**src/rtl/avi_qualify.sv**
```systemverilog
module avi_qualify #(
  parameter int NLVL  = 8,
  parameter int NSLOT = 32,
  localparam int LVLW = $clog2(NLVL)
) (
  input  logic [NLVL*NSLOT-1:0] req,
  input  logic [LVLW-1:0]       cur_lvl,
  output logic                  any
);
  always_comb begin
    any = 1'b0;
    for (int l = 0; l < NLVL; l++) begin
      if ((l > int'(cur_lvl)) && (|req[l*NSLOT +: NSLOT])) any = 1'b1;
    end
  end
endmodule

```
**src/rtl/avi_pick.sv**
```systemverilog
module avi_pick #(
  parameter int NLVL  = 8,
  parameter int NSLOT = 32,
  localparam int LVLW  = $clog2(NLVL),
  localparam int SLOTW = $clog2(NSLOT)
) (
  input  logic [NLVL*NSLOT-1:0] req,
  input  logic [LVLW-1:0]       cur_lvl,
  output logic                  hit,
  output logic [LVLW-1:0]       win_lvl,
  output logic [SLOTW-1:0]      win_slot
);
  logic [NSLOT-1:0] lvl_word;

  // highest qualifying level: ascending scan, last match stays
  always_comb begin
    hit     = 1'b0;
    win_lvl = '0;
    for (int l = 0; l < NLVL; l++) begin
      if ((l > int'(cur_lvl)) && (|req[l*NSLOT +: NSLOT])) begin
        hit     = 1'b1;
        win_lvl = LVLW'(l);
      end
    end
  end

  // lowest set slot inside the chosen level: descending scan
  always_comb begin
    lvl_word = req[win_lvl*NSLOT +: NSLOT];
    win_slot = '0;
    for (int s = NSLOT - 1; s >= 0; s--) begin
      if (lvl_word[s]) win_slot = SLOTW'(s);
    end
  end
endmodule

```
**src/rtl/avi_vtab.sv**
```systemverilog
module avi_vtab #(
  parameter int DEPTH = 256,
  parameter int DW    = 10,
  localparam int AW   = $clog2(DEPTH)
) (
  input  logic          clk,
  input  logic          we,
  input  logic [AW-1:0] waddr,
  input  logic [DW-1:0] wdata,
  input  logic          re,
  input  logic [AW-1:0] raddr,
  output logic [DW-1:0] rdata
);
  logic [DW-1:0] mem [DEPTH];

  always_ff @(posedge clk) begin
    if (we) mem[waddr] <= wdata;
    if (re) rdata <= mem[raddr];
  end
endmodule

```
**src/rtl/prio_vec_arb.sv**
```systemverilog
module prio_vec_arb #(
  parameter int NLVL     = 8,
  parameter int NSLOT    = 32,
  parameter int VEC_W    = 9,
  parameter int RSV_SLOT = 31,
  parameter int SW_VEC   = 160,
  localparam int NREQ  = NLVL * NSLOT,
  localparam int LVLW  = $clog2(NLVL),
  localparam int SLOTW = $clog2(NSLOT),
  localparam int IDXW  = LVLW + SLOTW
) (
  input  logic             clk,
  input  logic             rst,
  input  logic [NREQ-1:0]  req_set,
  input  logic [LVLW-1:0]  cur_ipl,
  input  logic             cfg_we,
  input  logic [IDXW-1:0]  cfg_idx,
  input  logic [VEC_W-1:0] cfg_vec,
  input  logic             cfg_dyn,
  output logic [IDXW-1:0]  sel_idx,
  input  logic [VEC_W-1:0] dev_vec,
  input  logic             ack,
  output logic             pending,
  output logic             ack_valid,
  output logic [VEC_W-1:0] ack_vec
);
  logic [NREQ-1:0]  req_q, req_d, clr_mask;
  logic             hit, any_d;
  logic [LVLW-1:0]  win_lvl;
  logic [SLOTW-1:0] win_slot;
  logic [IDXW-1:0]  win_idx;
  logic             hit_q, rsv_q;
  logic [VEC_W-1:0] dev_q, raw_vec;
  logic [VEC_W:0]   tab_rd;

  avi_pick #(.NLVL(NLVL), .NSLOT(NSLOT)) u_pick (
    .req(req_q), .cur_lvl(cur_ipl), .hit(hit), .win_lvl(win_lvl), .win_slot(win_slot)
  );

  assign win_idx  = {win_lvl, win_slot};
  assign sel_idx  = win_idx;
  assign clr_mask = (ack && hit) ? (NREQ'(1) << win_idx) : '0;
  assign req_d    = (req_q & ~clr_mask) | req_set;

  avi_qualify #(.NLVL(NLVL), .NSLOT(NSLOT)) u_qual (
    .req(req_d), .cur_lvl(cur_ipl), .any(any_d)
  );

  avi_vtab #(.DEPTH(NREQ), .DW(VEC_W + 1)) u_vtab (
    .clk(clk), .we(cfg_we), .waddr(cfg_idx), .wdata({cfg_dyn, cfg_vec}),
    .re(ack), .raddr(win_idx), .rdata(tab_rd)
  );

  always_ff @(posedge clk) begin
    if (rst) begin
      req_q     <= '0;
      pending   <= 1'b0;
      ack_valid <= 1'b0;
      hit_q     <= 1'b0;
      rsv_q     <= 1'b0;
      dev_q     <= '0;
    end else begin
      req_q     <= req_d;
      pending   <= any_d;
      ack_valid <= ack;
      if (ack) begin
        hit_q <= hit;
        rsv_q <= (win_slot == SLOTW'(RSV_SLOT)) && (win_lvl != '0);
        dev_q <= dev_vec;
      end
    end
  end

  always_comb begin
    if (!hit_q)            raw_vec = '0;
    else if (rsv_q)        raw_vec = VEC_W'(SW_VEC);
    else if (tab_rd[VEC_W]) raw_vec = dev_q;
    else                   raw_vec = tab_rd[VEC_W-1:0];
  end
  assign ack_vec = raw_vec & ~VEC_W'(3);

  // a raised pending flag needs some stored request
  a_r3_pend_needs_req: assert property (@(posedge clk) disable iff (rst)
    pending |-> (|req_q));
  // a set strobe is always stored on the next edge
  a_r5_set_wins: assert property (@(posedge clk) disable iff (rst)
    (|req_set) |=> ((req_q & $past(req_set)) == $past(req_set)));
  // a granted slot without a concurrent set is cleared
  a_r5_winner_cleared: assert property (@(posedge clk) disable iff (rst)
    (ack && hit && !req_set[win_idx]) |=> !req_q[$past(win_idx)]);
  // an acknowledge removes at most one request
  a_r5_one_clear: assert property (@(posedge clk) disable iff (rst)
    ack |=> ($countones($past(req_q) & ~req_q) <= 1));
  // result strobe follows acknowledge by exactly one cycle
  a_r7_valid_follows: assert property (@(posedge clk) disable iff (rst)
    ack |=> ack_valid);
  a_r7_valid_only_after_ack: assert property (@(posedge clk) disable iff (rst)
    !ack |=> !ack_valid);
  // empty acknowledge yields a zero vector
  a_r6_empty_zero: assert property (@(posedge clk) disable iff (rst)
    (ack && !hit) |=> (ack_vec == '0));
endmodule

```
**config.mk**
```make
export PLATFORM = sky130hd
export DESIGN_NAME = prio_vec_arb
export DESIGN_NICKNAME = d
export VERILOG_FILES = /design/src/rtl/avi_qualify.sv /design/src/rtl/avi_pick.sv /design/src/rtl/avi_vtab.sv /design/src/rtl/prio_vec_arb.sv
export SDC_FILE = /design/constraint.sdc
export NUM_CORES = 2
export LEC_CHECK = 0
export ABC_AREA = 1
export ABC_CLOCK_PERIOD_IN_PS = 4800
export BUFFER_PORTS_ARGS = -buffer_cell sky130_fd_sc_hd__buf_4
export CORE_AREA = 2 2 500 502
export CTS_BUF_LIST = sky130_fd_sc_hd__clkbuf_4
export CTS_CLUSTER_SIZE = 25
export DETAILED_ROUTE_END_ITERATION = 10
export DIE_AREA = 0 0 502 504
export GPL_ROUTABILITY_DRIVEN = 0
export PLACE_DENSITY = 0.61
export RECOVER_POWER = 25
export SYNTH_ARGS = -nofsm -noshare
export SYNTH_HDL_FRONTEND = slang
export SYNTH_SLANG_ARGS = --single-unit
```
**constraint.sdc**
```tcl
create_clock -name clk -period 4.8 [get_ports clk]
set_clock_uncertainty 0.1 [all_clocks]
set_input_delay 0.48 -clock clk [delete_from_list [all_inputs] [get_ports clk]]
set_output_delay 0.48 -clock clk [all_outputs]
set_load 0.01 [all_outputs]
```
==> metrics.txt <==
layout cells sized above 1=~28%; number of global-route vias before repair=between 70000 and 80000; Initial Util=about 38%; Critical Path AT=7790 ps; FMAX=0.151 GHz; initial drt markers=11283; Congestion Overflow GR=0; Finish-stage setup viols=between 300 and 400; worst reg2reg startpoint=req_q[113]; pre-CTS setup slack=-2270 ps; beginning of the worst hold path=req_set[132]; CP Max Fanout=14; status=complete, but fails checks; post-route insts no fill=13505; synth warn=0; drt wl/cell=26.1 um; # H-tree levels=6; CP required=5950 ps; Vias/cell=~5.8; top_reg_cell synth=edfxtp_1; Commonest cells post-synth=edfxtp_1, nand2_1, nor2_1; CTS root buffer=clkbuf_4; worst vdd rail ir drop=248 uV; clk buf depth=4; Max Cap Viol=10; Slew Limit Fails=801; most frequent CP cell=buf_4; number of remaining DRC errors=0; I/O Pins=309; cell taking the most area after synthesis=edfxtp_1; Max transition margin=-228%; clock sinks=2323; worst-skew pair later-pin latency=1410 ps; Min Clock Period, post-route=6640 ps; CTS tree=built; Final Hold Fails=0; #FFs+latches synth=roughly 2300; DRT Pass-1 Iters=9; Area Growth Syn to Fin=33.4%; Worst Tran Pin Value=roughly 4900 ps; pin count of the biggest net entering global routing=156; Overall Power=roughly 47 mW; crit path buf inv count=11; die width=502 um; leakage=44.1 nW; Clock Pin Slew Worst Setup and Hold Paths=60 ps; Yosys cell types=46; HPWL Detailed=202000 um; via count=77965; Filler cells=20791; cells after synthesis=7727; mean area per synthesized cell=approximately 12 um2; Antenna Violating Nets Remaining=0; global-route wire length before repair=496000 um; # port buffers=302; antenna violations before repair=18; CP Class=reg -> reg; Critical Path Sink Type=flip-flop; number of enable flip-flop cells after synthesis=2056; sequential share of the synthesized area=71.6%; RSZ-0062 raised after global routing=true; Crit-path slowest cell=nor2_1; Post-Route WL=352000 um; cell area after synthesis=93700 um2; delay of the slowest cell on the worst path=between 300 and 400 ps; Final Core Density=50.5%; CORE AREA=248000 um2; Nets=roughly 10000; Placed Cells=11738; die area=253000 um2; Tcrit/Tclk final=138%; GRT Total Usage=a little over a quarter; CP delay by family, top=simple AND/OR/NAND/NOR gates; Area contributors post-synth=edfxtp_1, nand2_1, dfxtp_1; asr flop ratio synth=0%; worst hold-check path type=in -> reg; most numerous cell in the Yosys netlist=edfxtp_1; post-synth top area share=65.9%; Crit. Startpoint=req_q[113]; # rows=roughly 180; failing checks=max-capacitance violations, max-slew violations, negative setup slack; total CTS buffers=601; Startpoint Class=flip-flop; Final WS setup=-1840 ps; Die Span Y=504 um; pwr/cell area=379 nW/um2
==> worst paths after layout <==
kind / endpoint / cells after the start / slack (ps)
max: pending / 43 / -1840
max reg2reg: pending / 43 / -1840
min reg2reg: req_q[46] / 2 / 400
min: req_q[132] / 6 / 90
==> final cells by class <==
cell class	count	area, um2	share of cell area (%)
antenna	20	50.0	0.0401
clock buffer	833	6250	5.00
clock inverter	116	699	0.560
inverter	254	1020	0.816
multi-input combinational	4631	25800	20.7
sequential	2323	67100	53.7
tap	3330	4170	3.33
timing repair buffer	1996	19800	15.9
timing repair inverter	2	22.5	0.0180
==> worst reg2reg max path: cells and delay by family (launching register included) <==
kind,cells,cell delay [ps]
AO/OA/AOI/OAI,14,2010
buffers and inverters,11,1640
AND/OR/NAND/NOR,18,2420
flip-flops,1,330
==> flip-flops by register name, indices dropped and copies added, names as in the netlist <==
register      cells
u_vtab.rdata      8
req_q           256
u_vtab.mem     2048
ack_valid         1
rsv_q             1
hit_q             1
pending           1
dev_q             7
==> timing repair <==
action                                 in CTS  in global routing
endpoints found under the hold margin    2751                  0
resized for setup                         392                447
gates cloned                               36                 29
buffers inserted                           83                 60
pin swaps                                 107                185
hold buffers                              599                  0
setup endpoints to repair                 239                238
==> cell usage in the layout (no fill, tap or decap), types with 73 or more instances in the layout <==
master	netlist	routed
a21oi_1	324	212
a21oi_2	1	111
a22oi_1	516	497
a41oi_1	114	78
buf_12	0	108
buf_4	15	1103
buf_6	20	73
clkbuf_4	0	837
clkinv_1	1	79
dfxtp_1	267	257
dlygate4sd3_1	0	598
edfxtp_1	2056	2056
inv_1	235	218
nand2_1	1437	1370
nand3_1	604	485
nand3_2	0	102
nand4_1	402	402
nor2_1	771	720
o21ai_1	166	146
==> power breakdown <==
part,switching (mW),internal [mW]
sequential,0.175,22.2
combinational,5.02,3.45
clock,8.08,8.40
==> layer usage <==
layer / vias to the layer above / routed length [um] / part of all wire [%] / global-route usage (%)
li1: 33071 / - / - / -
met1: 37878 / 133000 / 38 / 35.0
met2: 5798 / 155000 / 44 / 39.5
met4: 20 / 19000 / 5.4 / 12.4
met5: - / 130 / 0.037 / 0
met3: 1198 / 44600 / 13 / 6.84
==> cell families (layout without fill, tap and decap cells) <==
group                  Yosys count  after routing  share of synthesized area, %
AO/OA/AOI/OAI                 1332           1332                          9.23
buffers and inverters          779           3201                          3.56
flip-flops                    2323           2323                          71.6
multiplexers                     1              1                        0.0107
other                            1             22                       0.00400
AND/OR/NAND/NOR               3291           3296                          15.6
==> stage by stage <==
stage / setup TNS [ps] / area (um2) / hold WS (ps)
after global routing: -304520 / 125000 / 34.1
final: -213700 / 125000 / 89.6
after CTS: -129550 / 122000 / 1.26
after floorplan: 0 / 93700 / 333
after detailed placement: -246210 / 106000 / 358
after global placement: -255080 / 106000 / 351
Power figures use the tool's default switching activity.
